### config.mk
export PLATFORM = sky130hd
export DESIGN_NAME = tag_scanner
export DESIGN_NICKNAME = d
export VERILOG_FILES = /design/src/rtl/tag_scan_pkg.sv /design/src/rtl/tag_window_capture.sv /design/src/rtl/tag_window_eval.sv /design/src/rtl/tag_hunt_ctr.sv /design/src/rtl/tag_scanner.sv
export SDC_FILE = /design/constraint.sdc
export NUM_CORES = 1
export LEC_CHECK = 0
export BUFFER_PORTS_ARGS = -buffer_cell sky130_fd_sc_hd__buf_2
export CAP_MARGIN = 30
export CORE_MARGIN = 5
export CORE_UTILIZATION = 25
export CTS_CLUSTER_DIAMETER = 30
export CTS_CLUSTER_SIZE = 40
export DETAILED_ROUTE_END_ITERATION = 8
export HOLD_SLACK_MARGIN = 0.06
export PLACE_DENSITY = 0.44
export SKIP_LAST_GASP = 1
export SLEW_MARGIN = 40
export SYNTH_ARGS = -nofsm -noshare
export SYNTH_HDL_FRONTEND = slang
export SYNTH_SLANG_ARGS = --single-unit
export TNS_END_PERCENT = 20
### constraint.sdc
create_clock -name clk -period 2.97 [get_ports clk]
set_clock_uncertainty 0.2 [all_clocks]
set_input_delay 0.1485 -clock clk [delete_from_list [all_inputs] [get_ports clk]]
set_output_delay 0.1485 -clock clk [all_outputs]
set_load 0.02 [all_outputs]
### src/rtl/tag_scan_pkg.sv
`timescale 1ns/1ps
package tag_scan_pkg;

  typedef enum logic [1:0] {
    ST_IDLE = 2'd0,
    ST_WIN  = 2'd1,
    ST_HUNT = 2'd2
  } scan_state_e;

  typedef struct packed {
    logic ok;
    logic nohdr;
    logic rsp;
    logic tmo;
  } verdict_t;

  localparam logic [3:0] HDR_NIB    = 4'hC;
  localparam logic [3:0] DATA_NIB   = 4'hF;
  localparam logic [3:0] TYPE_FIRST = 4'h1;
  localparam logic [3:0] TYPE_INNER = 4'h2;
  localparam logic [3:0] TYPE_LAST  = 4'h3;
  localparam logic [7:0] STAT_CLEAN = 8'h00;

endpackage

### src/rtl/tag_window_capture.sv
`timescale 1ns/1ps
module tag_window_capture #(
  parameter int unsigned WIN_BYTES = 4
) (
  input  logic                   clk,
  input  logic                   rst_n,
  input  logic                   clear,
  input  logic                   push,
  input  logic [7:0]             din,
  output logic                   win_last,
  output logic [WIN_BYTES*8-1:0] win_next
);
  localparam int unsigned CW = (WIN_BYTES > 1) ? $clog2(WIN_BYTES) : 1;
  localparam logic [CW-1:0] LAST_SLOT = CW'(WIN_BYTES - 1);

  logic [7:0]    slot_q [WIN_BYTES];
  logic [CW-1:0] fill_q;

  assign win_last = push && (fill_q == LAST_SLOT);

  // The window as it stands once the byte being pushed is included.
  for (genvar g = 0; g < WIN_BYTES; g++) begin : g_slot
    logic hit;
    assign hit = push && (fill_q == CW'(g));
    assign win_next[g*8 +: 8] = hit ? din : slot_q[g];

    always_ff @(posedge clk or negedge rst_n) begin
      if (!rst_n)   slot_q[g] <= '0;
      else if (hit) slot_q[g] <= din;
    end
  end

  always_ff @(posedge clk or negedge rst_n) begin
    if (!rst_n)          fill_q <= '0;
    else if (clear)      fill_q <= '0;
    else if (win_last)   fill_q <= '0;
    else if (push)       fill_q <= fill_q + 1'b1;
  end
endmodule

### src/rtl/tag_window_eval.sv
`timescale 1ns/1ps
module tag_window_eval
  import tag_scan_pkg::*;
#(
  parameter int unsigned WIN_BYTES = 4
) (
  input  logic [WIN_BYTES*8-1:0] win_flat,
  output logic                   found,
  output logic                   hdr_good
);
  localparam int unsigned NSRCH = WIN_BYTES - 1;
  localparam int unsigned IW    = (NSRCH > 1) ? $clog2(NSRCH) : 1;

  logic [NSRCH-1:0] cand;
  logic [IW-1:0]    sel;
  logic [3:0]       sel_type;
  logic [7:0]       sel_stat;

  for (genvar g = 0; g < NSRCH; g++) begin : g_cand
    assign cand[g] = (win_flat[g*8+4 +: 4] == HDR_NIB);
  end

  // Ascending walk: the last candidate seen wins, giving the highest index.
  always_comb begin
    sel = '0;
    for (int i = 0; i < NSRCH; i++) begin
      if (cand[i]) sel = IW'(i);
    end
  end

  always_comb begin
    sel_type = '0;
    sel_stat = '0;
    for (int i = 0; i < NSRCH; i++) begin
      if (sel == IW'(i)) begin
        sel_type = win_flat[i*8 +: 4];
        sel_stat = win_flat[(i+1)*8 +: 8];
      end
    end
  end

  assign found    = |cand;
  assign hdr_good = found && (sel_type == TYPE_LAST) && (sel_stat == STAT_CLEAN);
endmodule

### src/rtl/tag_hunt_ctr.sv
`timescale 1ns/1ps
module tag_hunt_ctr #(
  parameter int unsigned LIMIT = 100
) (
  input  logic clk,
  input  logic rst_n,
  input  logic clear,
  input  logic step,
  output logic at_limit
);
  localparam int unsigned CW = $clog2(LIMIT + 1);
  localparam logic [CW-1:0] LIM_C = CW'(LIMIT);

  logic [CW-1:0] drop_q;

  assign at_limit = (drop_q == LIM_C);

  always_ff @(posedge clk or negedge rst_n) begin
    if (!rst_n)                 drop_q <= '0;
    else if (clear)             drop_q <= '0;
    else if (step && !at_limit) drop_q <= drop_q + 1'b1;
  end
endmodule

### src/rtl/tag_scanner.sv
`timescale 1ns/1ps
module tag_scanner
  import tag_scan_pkg::*;
#(
  parameter int unsigned WIN_BYTES   = 4,
  parameter int unsigned RETRY_LIMIT = 100
) (
  input  logic       clk,
  input  logic       rst_n,
  input  logic       start,
  input  logic       mode,
  input  logic       in_valid,
  output logic       in_ready,
  input  logic [7:0] in_data,
  output logic       done,
  output logic       ok,
  output logic       err_nohdr,
  output logic       err_rsp,
  output logic       err_tmo,
  output logic       payload_go
);
  scan_state_e state_q;
  verdict_t    verdict_q;
  logic        done_q, go_q;

  logic accept, take_start, win_push, win_last, hdr_found, hdr_good;
  logic hunt_acc, is_data_tag, hunt_step, hunt_limit;
  logic [WIN_BYTES*8-1:0] win_next;

  assign in_ready    = (state_q != ST_IDLE);
  assign accept      = in_valid && in_ready;
  assign take_start  = start && (state_q == ST_IDLE);
  assign win_push    = accept && (state_q == ST_WIN);
  assign hunt_acc    = accept && (state_q == ST_HUNT);
  assign is_data_tag = (in_data[7:4] == DATA_NIB);
  assign hunt_step   = hunt_acc && !is_data_tag;

  tag_window_capture #(.WIN_BYTES(WIN_BYTES)) u_cap (
    .clk      (clk),
    .rst_n    (rst_n),
    .clear    (take_start),
    .push     (win_push),
    .din      (in_data),
    .win_last (win_last),
    .win_next (win_next)
  );

  tag_window_eval #(.WIN_BYTES(WIN_BYTES)) u_eval (
    .win_flat (win_next),
    .found    (hdr_found),
    .hdr_good (hdr_good)
  );

  tag_hunt_ctr #(.LIMIT(RETRY_LIMIT)) u_hunt (
    .clk      (clk),
    .rst_n    (rst_n),
    .clear    (take_start),
    .step     (hunt_step),
    .at_limit (hunt_limit)
  );

  always_ff @(posedge clk or negedge rst_n) begin
    if (!rst_n) begin
      state_q   <= ST_IDLE;
      verdict_q <= '0;
      done_q    <= 1'b0;
      go_q      <= 1'b0;
    end else begin
      done_q <= 1'b0;
      go_q   <= 1'b0;
      unique case (state_q)
        ST_IDLE: begin
          if (take_start) begin
            verdict_q <= '0;
            state_q   <= mode ? ST_HUNT : ST_WIN;
          end
        end
        ST_WIN: begin
          if (win_last) begin
            verdict_q.ok    <= hdr_good;
            verdict_q.nohdr <= !hdr_found;
            verdict_q.rsp   <= hdr_found && !hdr_good;
            done_q          <= 1'b1;
            state_q         <= ST_IDLE;
          end
        end
        ST_HUNT: begin
          if (hunt_acc && is_data_tag) begin
            verdict_q.ok <= 1'b1;
            done_q       <= 1'b1;
            go_q         <= 1'b1;
            state_q      <= ST_IDLE;
          end else if (hunt_acc && hunt_limit) begin
            verdict_q.tmo <= 1'b1;
            done_q        <= 1'b1;
            state_q       <= ST_IDLE;
          end
        end
        default: state_q <= ST_IDLE;
      endcase
    end
  end

  assign done       = done_q;
  assign payload_go = go_q;
  assign ok         = verdict_q.ok;
  assign err_nohdr  = verdict_q.nohdr;
  assign err_rsp    = verdict_q.rsp;
  assign err_tmo    = verdict_q.tmo;
endmodule

==> impl_metrics.csv <==
group,metric,value,unit
yosys,yosysMostFrequentCell,"dfrtp_1",
floorplanning,start_util,25.3,%
worst_setup_path,r2r_cells,7,
power_and_ir_drop,peakVddDrop,0.000171,V
yosys,synth-edff-count,0,
worst_setup_path,crit_required,2.97,ns
timing,max_freq,379,MHz
timing,slew_violations,0,
power_and_ir_drop,p_int,1340,µW
min_path,min_path_type,"in -> reg",
yosys,synth_warnings,0,
floorplanning,boundaryPins,20,
cts,clk_pin_slew,0.10,ns
power_and_ir_drop,pwr-share-comb,36.8,%
global_routing,antenna_found_initial,0,
cts,cts_buffers,5,
yosys,dominantRegCellSynth,"dfrtp_1",
finish,layout-drive-gt1-share,24.2,%
drt,drc_errors,0,
timing,min_period,2.64,ns
timing,finalCritPeriodShare,88.8,%
drt,ant_nets,0,
drt,drt_iter0_drc,56,
global_routing,grt_use_total,10.4,%
yosys,synth-simple-area-share,21.0,%
timing,hold_ws,0.141,ns
yosys,async_flop_share,100,%
global_routing,grt_pass1_wl,10.7,mm
worst_setup_path,cp_max_fo,14,
power_and_ir_drop,switching_power,756,µW
yosys,yosysSeqAreaShare,44.9,%
yosys,synth.distinct_cells,48,
floorplanning,die_area,13100,µm²
timing,finalHoldViolations,0,
cts,clock_path_buffers,2,
cts,tritoncts,"built",
yosys,yosys.area.top_type,"dfrtp_1",
yosys,ys_top_cells_by_count,"dfrtp_1 (49), nand2_1 (40), mux2_2 (23), nor2_1 (18), inv_1 (10)",
floorplanning,die_y,115,µm
yosys,synth_compound_area_share,11.0,%
worst_setup_path,rr_endpoint,"err_rsp",
floorplanning,core_area,10800,µm²
worst_setup_path,critPathLaunchType,"flip-flop",
worst_setup_path,reg2reg_slack,0.33,ns
finish,syn_to_final_growth,17.1,%
flow_run,maxCapViolCount,0,
outcome,status,"complete, no violations",
worst_setup_path,r2r_start,"state_q[1]",
drt,wire_per_inst,15.0,µm
worst_setup_path,crit_arrival,2.64,ns
cts,cts-root-buf,"clkbuf_8",
placed_design,dp.final_hpwl,4.67,mm
yosys,synthTopCellsByArea,"dfrtp_1 (45%), mux2_2 (9.5%), nand2_1 (5.5%)",
power_and_ir_drop,leakagePower,0.00151,µW
cts,clock-sinks,49,
timing,setup_violations,0,
min_path,worstHoldStart,"in_valid",
yosys,syn_inst,252,
min_path,hold_depth,3,
yosys,synth_area_per_cell,10.8,µm²
yosys,synth_top_family_by_area,"simple AND/OR/NAND/NOR gates",
cts,clk_latency,0.30,ns
cts,htreeDepth,2,
timing,tns,0,ns
yosys,synth_top_area_share,44.9,%
worst_setup_path,worstSetupPathType,"reg -> reg",
timing,rsz0062_at_grt,"false",
drt,vias,1986,
global_routing,grt_pass1_vias,2086,
worst_setup_path,end_kind,"flip-flop",
yosys,synthAdderAreaFrac,4.12,%
finish,post-route-util,29.7,%
power_and_ir_drop,seqPwrFrac,44.3,%
drt,wl,6.44,mm
yosys,muxShareOfSynthArea,13.9,%
power_and_ir_drop,swShare,36.1,%
floorplanning,die_x,115,µm
timing,maxSlewHeadroom,57.6,%
finish,num-fill-cells,1121,
timing,worstMarginPinSlew,0.628,ns
placed_design,portBuffers,19,
finish,antenna_cells_inserted,0,
floorplanning,num_rows,38,
placed_design,routabilityCongestion,0.764,
global_routing,grt-ovfl-total,0,
yosys,syn_nets,274,
min_path,min_to,"payload_go",
yosys,synthXorXnorAreaFrac,1.92,%
global_routing,grt_max_degree,50,
drt,dr.pass1.iters,4,
yosys,netlist_area,2730,µm²
power_and_ir_drop,powerDensity,655,nW/µm²
drt,avgViaCountPerCell,4.63,
power_and_ir_drop,power_frac_clock,18.8,%
yosys,synth-seq-cells,49,
finish,finalNetCount,310,
[stage by stage]
step                      worst slack (ns)  cells  power, µW  instance area, µm²
after global routing                 0.176    429       2250                3200
after CTS                            0.331    429       2120                3200
final                                0.331    429       2100                3200
after floorplan                      0.756    252       1520                2730
after detailed placement             0.358    410       1710                3000
after global placement               0.419    410       1700                3000
[worst max-delay path by stage]
stage,startpoint,endpoint,slack [ns],cells after the start
floorplan,state_q[0],err_rsp,0.76,8
global placement,state_q[1],err_rsp,0.42,7
detailed placement,state_q[1],err_rsp,0.36,7
CTS,state_q[1],err_rsp,0.33,7
global route,state_q[1],err_rsp,0.18,7
finish,state_q[1],err_rsp,0.33,7
[repair_timing]
| item | in CTS | in global routing |
|---|---|---|
| hold endpoints to repair | 81 | 0 |
| setup buffers | 0 | 0 |
| setup endpoints to repair | 0 | 0 |
| hold buffers | 11 | 0 |
| gates resized for setup | 0 | 0 |
[sequential cells by signal, indices dropped and copies added (netlist names)]
register,count
done,1
ok,1
u_cap.slot_q,32
u_cap.fill_q,2
err_nohdr,1
payload_go,1
u_hunt.drop_q,7
state_q,2
err_rsp,1
err_tmo,1
[layer usage]
metal	wire length, µm	track usage, %	part of all wire (%)
met2	3150	18.0	49
met3	104	1.27	1.6
met5	0	0	0
met1	3100	13.5	48
met4	90	3.48	1.4
[worst max-delay path: stages (launching register included)]
cell,delay (ns)
dfrtp_1,0.41
inv_1,0.10
ha_1,0.36
nand4b_4,0.32
mux2_4,0.40
a221oi_1,0.34
nor4b_1,0.10
a2111o_1,0.29
[placed cells by master, fill, tap and decap left out, drive strengths merged, types with 3 or more instances in the layout]
cell,count
ha,9
a21oi,4
a21boi,3
nor2,18
nand4,4
nand2,40
inv,10
nand4b,4
and4b,3
dfrtp,49
mux2i,9
nor3,4
clkbuf,5
nor4bb,3
mux2,25
o211ai,3
o21ai,6
a211oi,3
o22ai,4
dlygate4sd3,11
nand3,9
nor4,3
buf,26
xnor2,6
[area by class of cell]
type | count | area, µm² | share of cell area (%)
Clock buffer | 5 | 68.8 | 2.15
Sequential cell | 49 | 1230 | 38.3
Clock inverter | 3 | 17.5 | 0.547
Inverter | 10 | 37.5 | 1.17
Tap cell | 140 | 175 | 5.47
Multi-Input combinational cell | 185 | 1420 | 44.3
Timing Repair Buffer | 37 | 258 | 8.05
[logic make-up after synthesis]
| kind of cell | Yosys count |
|---|---|
| and+or+nand+nor | 101 |
| DFF | 49 |
| AOI/OAI and AO/OA | 35 |
| muxes | 34 |
| buffers and inverters | 18 |
| adders and majority gates | 9 |
| xor gates and xnor gates | 6 |
[power by group through the flow]
stage	clock network (µW)	logic [µW]	registers [µW]
finish	394	772	929
global route	436	863	950
CTS	412	779	930
detailed placement	0	764	943
global placement	0	763	939
floorplan	0	604	912
(Power assumes the default switching activity.)
